**src/rtl/pllsp_pkg.sv**
```systemverilog
package pllsp_pkg;
   // Kind of frame currently being clocked out.
   typedef enum logic [1:0] {
      FR_WRITE   = 2'd0,
      FR_SETUP   = 2'd1,
      FR_READOUT = 2'd2
   } frame_e;
endpackage

```
**src/rtl/pllsp_tick_gen.sv**
```systemverilog
module pllsp_tick_gen #(
   parameter int TICK_DIV = 4
) (
   input  logic clk,
   input  logic rst_n,
   input  logic run,
   output logic tick
);
   localparam int CW = (TICK_DIV > 1) ? $clog2(TICK_DIV) : 1;
   localparam logic [CW-1:0] TOP = CW'(TICK_DIV - 1);

   logic [CW-1:0] cnt;

   // Counter restarts whenever the sequencer is idle, so every frame
   // starts with a full low half.
   always_ff @(posedge clk or negedge rst_n) begin
      if (!rst_n)          cnt <= '0;
      else if (!run)       cnt <= '0;
      else if (cnt == TOP) cnt <= '0;
      else                 cnt <= cnt + 1'b1;
   end

   assign tick = run && (cnt == TOP);
endmodule

```
**src/rtl/pllsp_sequencer.sv**
```systemverilog
module pllsp_sequencer
   import pllsp_pkg::*;
#(
   parameter int FRAME_EDGES = 16,
   parameter int EW          = 5
) (
   input  logic          clk,
   input  logic          rst_n,
   input  logic          tick,
   input  logic          start,
   input  logic          rw_in,
   output logic          busy,
   output logic          phase_hi,
   output logic [EW-1:0] edge_cnt,
   output frame_e        frame,
   output logic          rise,
   output logic          fin,
   output logic          done
);
   localparam logic [EW-1:0] LAST_E  = EW'(FRAME_EDGES);
   localparam logic [EW-1:0] FIRST_E = EW'(1);

   always_ff @(posedge clk or negedge rst_n) begin
      if (!rst_n) begin
         busy     <= 1'b0;
         phase_hi <= 1'b0;
         edge_cnt <= FIRST_E;
         frame    <= FR_WRITE;
         done     <= 1'b0;
      end else begin
         done <= 1'b0;
         if (!busy) begin
            if (start) begin
               busy     <= 1'b1;
               phase_hi <= 1'b0;
               edge_cnt <= FIRST_E;
               frame    <= rw_in ? FR_SETUP : FR_WRITE;
            end
         end else if (tick) begin
            if (!phase_hi) begin
               phase_hi <= 1'b1;
            end else begin
               phase_hi <= 1'b0;
               if (edge_cnt == LAST_E) begin
                  if (frame == FR_SETUP) begin
                     frame    <= FR_READOUT;
                     edge_cnt <= FIRST_E;
                  end else begin
                     busy <= 1'b0;
                     done <= 1'b1;
                  end
               end else begin
                  edge_cnt <= edge_cnt + 1'b1;
               end
            end
         end
      end
   end

   assign rise = busy && tick && !phase_hi;
   assign fin  = busy && tick && phase_hi && (edge_cnt == LAST_E) &&
                 (frame == FR_READOUT);

   // the edge counter never leaves the frame while a transaction runs
   a_r2_edge_in_frame: assert property (@(posedge clk) disable iff (!rst_n)
      busy |-> (edge_cnt >= FIRST_E) && (edge_cnt <= LAST_E));

   // a read-out frame is only ever entered from an address-load frame
   a_r4_setup_first: assert property (@(posedge clk) disable iff (!rst_n)
      (frame == FR_READOUT) && ($past(frame) != FR_READOUT)
      |-> $past(frame) == FR_SETUP);

   // done lasts one system clock
   a_r7_done_single: assert property (@(posedge clk) disable iff (!rst_n)
      done |=> !done);

   // a start while busy leaves the running sequence untouched
   a_r8_start_ignored: assert property (@(posedge clk) disable iff (!rst_n)
      busy && start && !tick |=> busy && $stable(edge_cnt) &&
      $stable(phase_hi) && $stable(frame));
endmodule

```
**src/rtl/pllsp_shifter.sv**
```systemverilog
module pllsp_shifter
   import pllsp_pkg::*;
#(
   parameter int ADDR_W = 3,
   parameter int DATA_W = 11,
   parameter int EW     = 5
) (
   input  logic              clk,
   input  logic              rst_n,
   input  logic              load,
   input  logic              rw_in,
   input  logic [ADDR_W-1:0] addr_in,
   input  logic [DATA_W-1:0] wdata_in,
   input  logic [EW-1:0]     edge_cnt,
   input  frame_e            frame,
   input  logic              rise,
   input  logic              fin,
   input  logic              sdata_i,
   output logic              sdata_o,
   output logic [DATA_W-1:0] rdata
);
   localparam int TXW = 1 + ADDR_W + DATA_W;
   localparam logic [EW-1:0] CAP_LO = EW'(ADDR_W + 1);
   localparam logic [EW-1:0] CAP_HI = EW'(ADDR_W + DATA_W);

   logic              rw_q;
   logic [ADDR_W-1:0] addr_q;
   logic [DATA_W-1:0] wdata_q;
   logic [DATA_W-1:0] shreg;
   logic [DATA_W-1:0] wdata_eff;
   logic [TXW-1:0]    tx_word;
   logic              cap_en;

   always_ff @(posedge clk or negedge rst_n) begin
      if (!rst_n) begin
         rw_q    <= 1'b0;
         addr_q  <= '0;
         wdata_q <= '0;
      end else if (load) begin
         rw_q    <= rw_in;
         addr_q  <= addr_in;
         wdata_q <= wdata_in;
      end
   end

   // Outgoing word, sent from bit 0: direction, address, then data.
   assign wdata_eff = rw_q ? '0 : wdata_q;
   assign tx_word   = {wdata_eff, addr_q, rw_q};

   always_comb begin
      sdata_o = 1'b0;
      if (frame != FR_READOUT) begin
         for (int i = 0; i < TXW; i++) begin
            if (edge_cnt == EW'(i + 1)) sdata_o = tx_word[i];
         end
      end
   end

   // The read-out frame is one bit early: address bits come on edges
   // 1..ADDR_W, data on the following DATA_W edges, the rest is dropped.
   assign cap_en = rise && (frame == FR_READOUT) &&
                   (edge_cnt >= CAP_LO) && (edge_cnt <= CAP_HI);

   always_ff @(posedge clk or negedge rst_n) begin
      if (!rst_n)      shreg <= '0;
      else if (cap_en) shreg <= {sdata_i, shreg[DATA_W-1:1]};
   end

   always_ff @(posedge clk or negedge rst_n) begin
      if (!rst_n)   rdata <= '0;
      else if (fin) rdata <= shreg;
   end

   // the capture register only moves on a serial rising edge
   a_r6_capture_on_rise: assert property (@(posedge clk) disable iff (!rst_n)
      !rise |=> $stable(shreg));

   // read data changes only when a read-out frame completes
   a_r6_rdata_on_finish: assert property (@(posedge clk) disable iff (!rst_n)
      !fin |=> $stable(rdata));
endmodule

```
**src/rtl/pll_serial_master.sv**
```systemverilog
module pll_serial_master
   import pllsp_pkg::*;
#(
   parameter int ADDR_W   = 3,
   parameter int DATA_W   = 11,
   parameter int TICK_DIV = 4
) (
   input  logic              clk,
   input  logic              rst_n,
   input  logic              start,
   input  logic              rd_wr,
   input  logic [ADDR_W-1:0] addr,
   input  logic [DATA_W-1:0] wdata,
   output logic [DATA_W-1:0] rdata,
   output logic              done,
   output logic              sclk,
   output logic              cs_n,
   output logic              sdata_o,
   output logic              sdata_oe,
   input  logic              sdata_i
);
   localparam int FRAME_EDGES = 1 + ADDR_W + DATA_W + 1;
   localparam int EW          = $clog2(FRAME_EDGES + 1);
   localparam logic [EW-1:0] LAST_E = EW'(FRAME_EDGES);

   generate
      if (ADDR_W < 1) begin : g_bad_addr_w
         $error("pll_serial_master: ADDR_W must be at least 1");
      end
      if (DATA_W < 2) begin : g_bad_data_w
         $error("pll_serial_master: DATA_W must be at least 2");
      end
      if (TICK_DIV < 1) begin : g_bad_tick_div
         $error("pll_serial_master: TICK_DIV must be at least 1");
      end
   endgenerate

   logic          busy;
   logic          phase_hi;
   logic          tick;
   logic          rise;
   logic          fin;
   logic [EW-1:0] edge_cnt;
   frame_e        frame;

   pllsp_tick_gen #(.TICK_DIV(TICK_DIV)) u_tick (
      .clk   (clk),
      .rst_n (rst_n),
      .run   (busy),
      .tick  (tick)
   );

   pllsp_sequencer #(.FRAME_EDGES(FRAME_EDGES), .EW(EW)) u_seq (
      .clk      (clk),
      .rst_n    (rst_n),
      .tick     (tick),
      .start    (start),
      .rw_in    (rd_wr),
      .busy     (busy),
      .phase_hi (phase_hi),
      .edge_cnt (edge_cnt),
      .frame    (frame),
      .rise     (rise),
      .fin      (fin),
      .done     (done)
   );

   pllsp_shifter #(.ADDR_W(ADDR_W), .DATA_W(DATA_W), .EW(EW)) u_shift (
      .clk      (clk),
      .rst_n    (rst_n),
      .load     (start && !busy),
      .rw_in    (rd_wr),
      .addr_in  (addr),
      .wdata_in (wdata),
      .edge_cnt (edge_cnt),
      .frame    (frame),
      .rise     (rise),
      .fin      (fin),
      .sdata_i  (sdata_i),
      .sdata_o  (sdata_o),
      .rdata    (rdata)
   );

   assign sclk     = busy && phase_hi;
   assign cs_n     = !busy || (edge_cnt == LAST_E);
   assign sdata_oe = busy && (frame != FR_READOUT);

   // the link is quiet whenever no transaction runs
   a_r1_idle_quiet: assert property (@(posedge clk) disable iff (!rst_n)
      !busy |-> !sclk && cs_n && !sdata_oe);

   // the pad is never driven while the serial clock is high in read-out
   a_r5_released_readout: assert property (@(posedge clk) disable iff (!rst_n)
      sclk && (frame == FR_READOUT) |-> !sdata_oe);
endmodule

```
**config.mk**
```make
export PLATFORM = sky130hd
export DESIGN_NAME = pll_serial_master
export DESIGN_NICKNAME = d
export VERILOG_FILES = /design/src/rtl/pllsp_pkg.sv /design/src/rtl/pllsp_tick_gen.sv /design/src/rtl/pllsp_sequencer.sv /design/src/rtl/pllsp_shifter.sv /design/src/rtl/pll_serial_master.sv
export SDC_FILE = /design/constraint.sdc
export NUM_CORES = 1
export LEC_CHECK = 0
export BUFFER_PORTS_ARGS = -buffer_cell sky130_fd_sc_hd__buf_2
export CORE_UTILIZATION = 51
export CTS_BUF_LIST = sky130_fd_sc_hd__clkbuf_16
export CTS_CLUSTER_SIZE = 12
export DETAILED_ROUTE_END_ITERATION = 7
export GPL_ROUTABILITY_DRIVEN = 0
export PLACE_DENSITY = 0.76
export SYNTH_ARGS = -nofsm -noshare
export SYNTH_HDL_FRONTEND = slang
export SYNTH_SLANG_ARGS = --single-unit
```
**constraint.sdc**
```tcl
create_clock -name clk -period 2.1 [get_ports clk]
set_clock_uncertainty 0.05 [all_clocks]
set_input_delay 0.315 -clock clk [delete_from_list [all_inputs] [get_ports clk]]
set_output_delay 0.315 -clock clk [all_outputs]
set_load 0.01 [all_outputs]
```
-- Yosys cells after proc, flatten, opt, wreduce, memory -nomap -nowiden
Index checks and enable logic that the tools add are counted.
- equal/unequal tests: 25
- magnitude comparators: 2
- multiplexer cells: 47
- reduce and logical (&&, ||, !) cells: 19
- add/subtract/negate cells: 2
- operator list (cell ; count):
    $eq 5x4->1 const B ; 8
    $mux 1 ; 32
    $mux 5 ; 6
    $eq 5x3->1 const B ; 4
    $mux 2 ; 8
    $logic_and 1x1->1 ; 12
    $mux 11 ; 1
    $eq 5x2->1 const B ; 2
    $ne 2x2->1 const B ; 4
    $add 5x1->5 const B ; 1
    $eq 5x1->1 const B ; 1
    $eq 5x5->1 const B ; 1
    $ge 5x3->1 const B ; 1
    $le 5x4->1 const B ; 1
    $reduce_and 5->1 ; 1
    $eq 2x2->1 const B ; 2
    $reduce_and 4->1 ; 1
    $ne 3x3->1 const B ; 1
    $add 2x1->2 const B ; 1
    $eq 2x1->1 const B ; 1
    $logic_not 1->1 ; 2
    $ne 2x1->1 const B ; 1
    $reduce_and 2->1 ; 1
    $reduce_bool 2->1 ; 1
    $logic_or 1x1->1 ; 1
- bits of input ports: 19
- output and inout port bits: 16
- register bits: 49

-- Logic depth before layout (Yosys ltp)
- word-level depth: 17
- depth in mapped cells: 8
- mapped depth without buffers: 7

-- Hierarchy
From an unflattened synthesis, not the netlist that was laid out.
- cells, all modules: 191
- area total of the unflattened synthesis: 2349.8 um2
- by module, submodules not included (module ; cells an instance ; instances ; seq. area each (um2) ; area each (um2)):
    pllsp_shifter ; 122 ; 1 ; 925.9 ; 1682.9
    pllsp_sequencer ; 57 ; 1 ; 251.5 ; 531.8
    pllsp_tick_gen ; 6 ; 1 ; 50.0 ; 88.8
    pll_serial_master ; 6 ; 1 ; 0.0 ; 46.3

-- Least setup slack after synthesis
OpenSTA, ideal clock, no wires.
- path type: reg2out
- from: reg u_seq.edge_cnt[1]
- to: out sdata_o
- arrival time: 1805 ps
- buffers on the path: 1
- cell stages (with the launch flop): 8
- setup slack: -70 ps
- path through: dfrtp_1 > ha_1 > clkbuf_2 > and3_1 > ha_1 > o41ai_1 > o31a_1 > o31ai_1
- cells in the longest elaborated chain, start to end: 17
- elaborated cells on any way between the ends: 31
- RTL lines (what ; line ; source):
    start, declared ; pllsp_sequencer.sv:14 ; output logic [EW-1:0] edge_cnt,
    start signal, assigned ; pllsp_sequencer.sv:53 ; edge_cnt <= edge_cnt + 1'b1;
    $eq 5x1->1 ; pllsp_shifter.sv:54 ; if (edge_cnt == EW'(i + 1)) sdata_o = tx_word[i];
    $mux 1 (14 in a row) ; pllsp_shifter.sv:54 ;
    $mux 1 (*) ; pllsp_shifter.sv:54 ;
    $mux 1 (*) ; pllsp_shifter.sv:52 ; if (frame != FR_READOUT) begin
    end, declared ; pll_serial_master.sv:18 ; output logic sdata_o,
Every way passes the cells marked *; elsewhere a longest branch is shown, timed or not.

-- Worst setup path in the final report
- from: reg u_seq.edge_cnt[0]
- to: out sdata_o
Same word-level chain as after synthesis.

==> impl_metrics.sql <==
INSERT INTO impl_metrics (metric_group, metric, value, unit) VALUES
('outcome', 'status', 'finished with violations', ''),
('outcome', 'failed_checks', 'negative setup slack', ''),
('setup_path', 'critical_path.cell_chain', 'ha_4 > a21oi_1 > a311o_1 > a21oi_2 > a31oi_2 > o31ai_2 > buf_2', ''),
('worst_hold_path', 'hold_class', 'primary input to async pin', ''),
('job', 'max_cap_violations', '0', ''),
('yosys', 'synth.top_cell.area_share', '0.518', ''),
('floorplan', 'design.core.area', '4350', 'um2'),
('yosys', 'cell_type_with_the_largest_total_area_after_synthesis', 'dfrtp_1', ''),
('timing', 'layout_min_cycle_time', '2.42', 'ns'),
('setup_path', 'crit_path_end_kind', 'output pin', ''),
('clock_network', 'htree_num_levels', '2', ''),
('setup_path', 'critical_path.max_fanout', '4', ''),
('power', 'power.combinational.fraction', '0.393', ''),
('clock_network', 'clock_sinks', '49', ''),
('floorplan', 'die_width', '69.4', 'um'),
('yosys', 'syn-cell-area', '2320', 'um2'),
('timing', 'maxClockFrequency', '414', 'MHz'),
('setup_path', 'slowest_library_cell_on_the_worst_path', 'dfstp_2', ''),
('yosys', 'postSynthNetCount', '215', ''),
('floorplan', 'die_y', '69.4', 'um'),
('placement', 'portBuffers', '34', ''),
('yosys', 'yosys.cell_types.count', '48', ''),
('cells_and_area', 'final_layout_size_suffix_gt1_frac', '0.415', ''),
('drt', 'drc', '0', ''),
('drt', 'first_iter_violations', '87', ''),
('placement', 'dpl.hpwl', '3200', 'um'),
('timing', 'maxSlewHeadroom', '0.495', ''),
('timing', 'final_hold_viol_count', '0', ''),
('clock_network', 'cts.root.buffer_cell', 'clkbuf_16', ''),
('grt', 'grt_pass1_vias', '1668', ''),
('timing', 'setup_viol', '1', ''),
('clock_network', 'worstSkewPairLatency', '0.29', 'ns'),
('yosys', 'syn-instance-count', '190', ''),
('setup_path', 'criticalPathCategory', 'flop to output pin', ''),
('cells_and_area', 'layout_commonest_cell', 'dfrtp_1', ''),
('clock_network', 'numCtsBuffers', '5', ''),
('drt', 'detail_route.first_pass.iterations', '4', ''),
('yosys', 'synth.yosys.seq_area_share', '0.529', ''),
('cells_and_area', 'layout.nets', '265', ''),
('drt', 'vias', '1639', ''),
('grt', 'grt_start_max_net_pins', '36', ''),
('setup_path', 'critical_path.max_stage_delay', '0.63', 'ns'),
('timing', 'timing_worst_slew_pin_value', '0.757', 'ns'),
('power', 'power.switching', '0.00134', 'W'),
('yosys', 'postSynthAreaPerCell', '12.2', 'um2'),
('floorplan', 'die_area', '4820', 'um2'),
('clock_network', 'worst_setup_hold_path_clk_slew', '0.07', 'ns'),
('yosys', 'synth.top_cells.by_area', 'dfrtp_1 (52%), mux2_1 (10%), mux2_2 (7.3%)', ''),
('timing', 'maxSlewViolCount', '0', ''),
('drt', 'ant_nets', '0', ''),
('yosys', 'asyncSetResetFlopFracSynth', '1.00', ''),
('cells_and_area', 'postLayoutCoreUtil', '0.680', ''),
('power', 'power.share.sequential', '0.378', ''),
('drt', 'number_of_vias_per_cell', '5.59', ''),
('drt', 'avgRoutedWirePerCell', '16.4', 'um'),
('power', 'internal_power', '0.00259', 'W'),
('drt', 'finalWirelength', '4790', 'um'),
('power', 'pwr_density_cell', '1330', 'nW/um2'),
('timing', 'setup_slack', '-0.318', 'ns'),
('cells_and_area', 'area_delta_synth_final', '27.6', '%'),
('floorplan', 'num_io_pins', '35', ''),
('grt', 'antenna_violations_before_repair', '0', ''),
('grt', 'gr-total-overflow', '0', ''),
('setup_path', 'setup.worst_path.start_class', 'flop', ''),
('setup_path', 'critical_path_required_time', '1.74', 'ns'),
('floorplan', 'floorplan.initialDensity', '0.533', ''),
('grt', 'grt_use_total', '0.211', ''),
('clock_network', 'clk_path_buf_depth', '2', ''),
('yosys', 'synth-edff-count', '0', ''),
('cells_and_area', 'layout_common_cells', 'dfrtp_1 (47), buf_2 (33), mux2_1 (21)', ''),
('power', 'power.share.clock', '0.230', ''),
('cells_and_area', 'insertedDiodeCount', '0', ''),
('yosys', 'ys_warn_count', '0', ''),
('power', 'sw_frac', '0.341', ''),
('floorplan', 'row_count', '24', ''),
('timing', 'final.period_utilization', '1.15', ''),
('power', 'worst_ir_drop_vdd', '0.669', 'mV'),
('yosys', 'dominantRegCellSynth', 'dfrtp_1', ''),
('setup_path', 'worst-endpoint-arrival', '2.05', 'ns'),
('placement', 'preCtsSetupSlack', '-0.110', 'ns'),
('timing', 'grt_setup_unrepaired', 'yes', ''),
('power', 'static-leakage-power', '1.41', 'nW'),
('yosys', 'ys_ff_latch', '49', ''),
('clock_network', 'cts_tree', 'done', ''),
('grt', 'global_route_wire_length_before_repair', '7850', 'um');
==> worst paths after layout <==
check | from | end | slack, ns | depth (start not counted)
max in group asynchronous | rst_n | u_shift.shreg[6] | 1.32 | 2
setup / recovery | u_seq.edge_cnt[0] | sdata_o | -0.32 | 7
hold reg to reg | u_tick.cnt[0] | u_tick.cnt[0] | 0.39 | 1
hold / removal | rst_n | u_shift.wdata_q[4] | 0.03 | 1
setup reg to reg | u_seq.edge_cnt[0] | u_seq.edge_cnt[3] | 0.03 | 8
min in group clk | sdata_i | u_shift.shreg[10] | 0.19 | 2
==> flip-flops by register name (all words and copies together) (netlist names) <==
name             cells
u_shift.rdata       11
u_shift.shreg       11
u_shift.wdata_q     11
u_seq.edge_cnt       5
u_shift.addr_q       3
u_seq.frame          2
u_tick.cnt           2
u_seq.busy           1
u_seq.done           1
u_seq.phase_hi       1
u_shift.rw_q         1
==> synth_stat cells (2+ instances only) <==
library cell,count
o21ai_1,3
inv_1,10
dfrtp_1,48
nor2b_1,8
o21ai_0,3
nor3_1,4
nand2b_1,4
nand4b_1,2
buf_6,3
xor2_1,2
mux2_1,21
nand3_1,2
a211oi_1,2
mux2_2,15
and2_1,2
nor2_2,2
nor2_1,7
a21oi_1,7
nand2_1,8
ha_1,6
buf_2,4
==> cells by family after synthesis <==
| group | synth area share |
|---|---|
| adders and majority gates | 0.0324 |
| xor gates and xnor gates | 0.0113 |
| muxes | 0.179 |
| DFF | 0.529 |
| buffers and inverters | 0.0448 |
| AOI/OAI and AO/OA | 0.0858 |
| and+or+nand+nor | 0.118 |
==> area by class of cell <==
| class | instances | area (um2) |
|---|---|---|
| repair buffers | 52 | 328 |
| clock buffers | 5 | 125 |
| well taps | 52 | 65.1 |
| flip-flops and latches | 49 | 1230 |
| fillers | 300 | 1390 |
| multi-input cells | 122 | 1130 |
| inverters | 10 | 40.0 |
| clock inverters | 3 | 41.3 |
==> power by group through the flow <==
stage / Combinational, W / Sequential [W] / Clock (W)
floorplan: 0.000938 / 0.00139 / 0
global placement: 0.00123 / 0.00145 / 0
detailed placement: 0.00127 / 0.00146 / 0
CTS: 0.00137 / 0.00144 / 0.000916
global route: 0.00168 / 0.00152 / 0.000948
finish: 0.00154 / 0.00148 / 0.000901
==> worst max-delay path: cells and delay by family, from the launching register on <==
kind / cells / cell delay, ns
compound gates: 5 / 0.80
flops: 1 / 0.63
buf+inv: 1 / 0.16
fa+ha+maj: 1 / 0.17
==> metrics by stage <==
stage	area (um2)	setup TNS, ns	power (W)	std cells	hold slack, ns
final	2960	-0.318	0.00392	293	0.0309
after floorplan	2350	0	0.00233	190	-0.0306
after CTS	2860	-0.305	0.00373	290	0.0831
after global placement	2640	-0.240	0.00268	282	0.376
after global routing	2960	-0.451	0.00415	293	0.114
after detailed placement	2640	-1.17	0.00273	282	0.381
==> layer usage <==
metal,global-route usage,routed length [um],vias to the layer above
met3,0.0494,171,6
met4,0.0794,82,0
li1,-,-,770
met1,0.271,2120,823
met5,0,0,-
met2,0.348,2410,40
==> repair_timing <==
action / 4_1_cts / 5_1_grt
endpoints found under the setup margin: 13 / 2
pin swaps: 2 / 5
hold buffers: 0 / 0
setup buffers: 0 / 3
hold endpoints to repair: 0 / 0
resized for setup: 11 / 16
No activity file was read; power rests on OpenSTA's default activity.
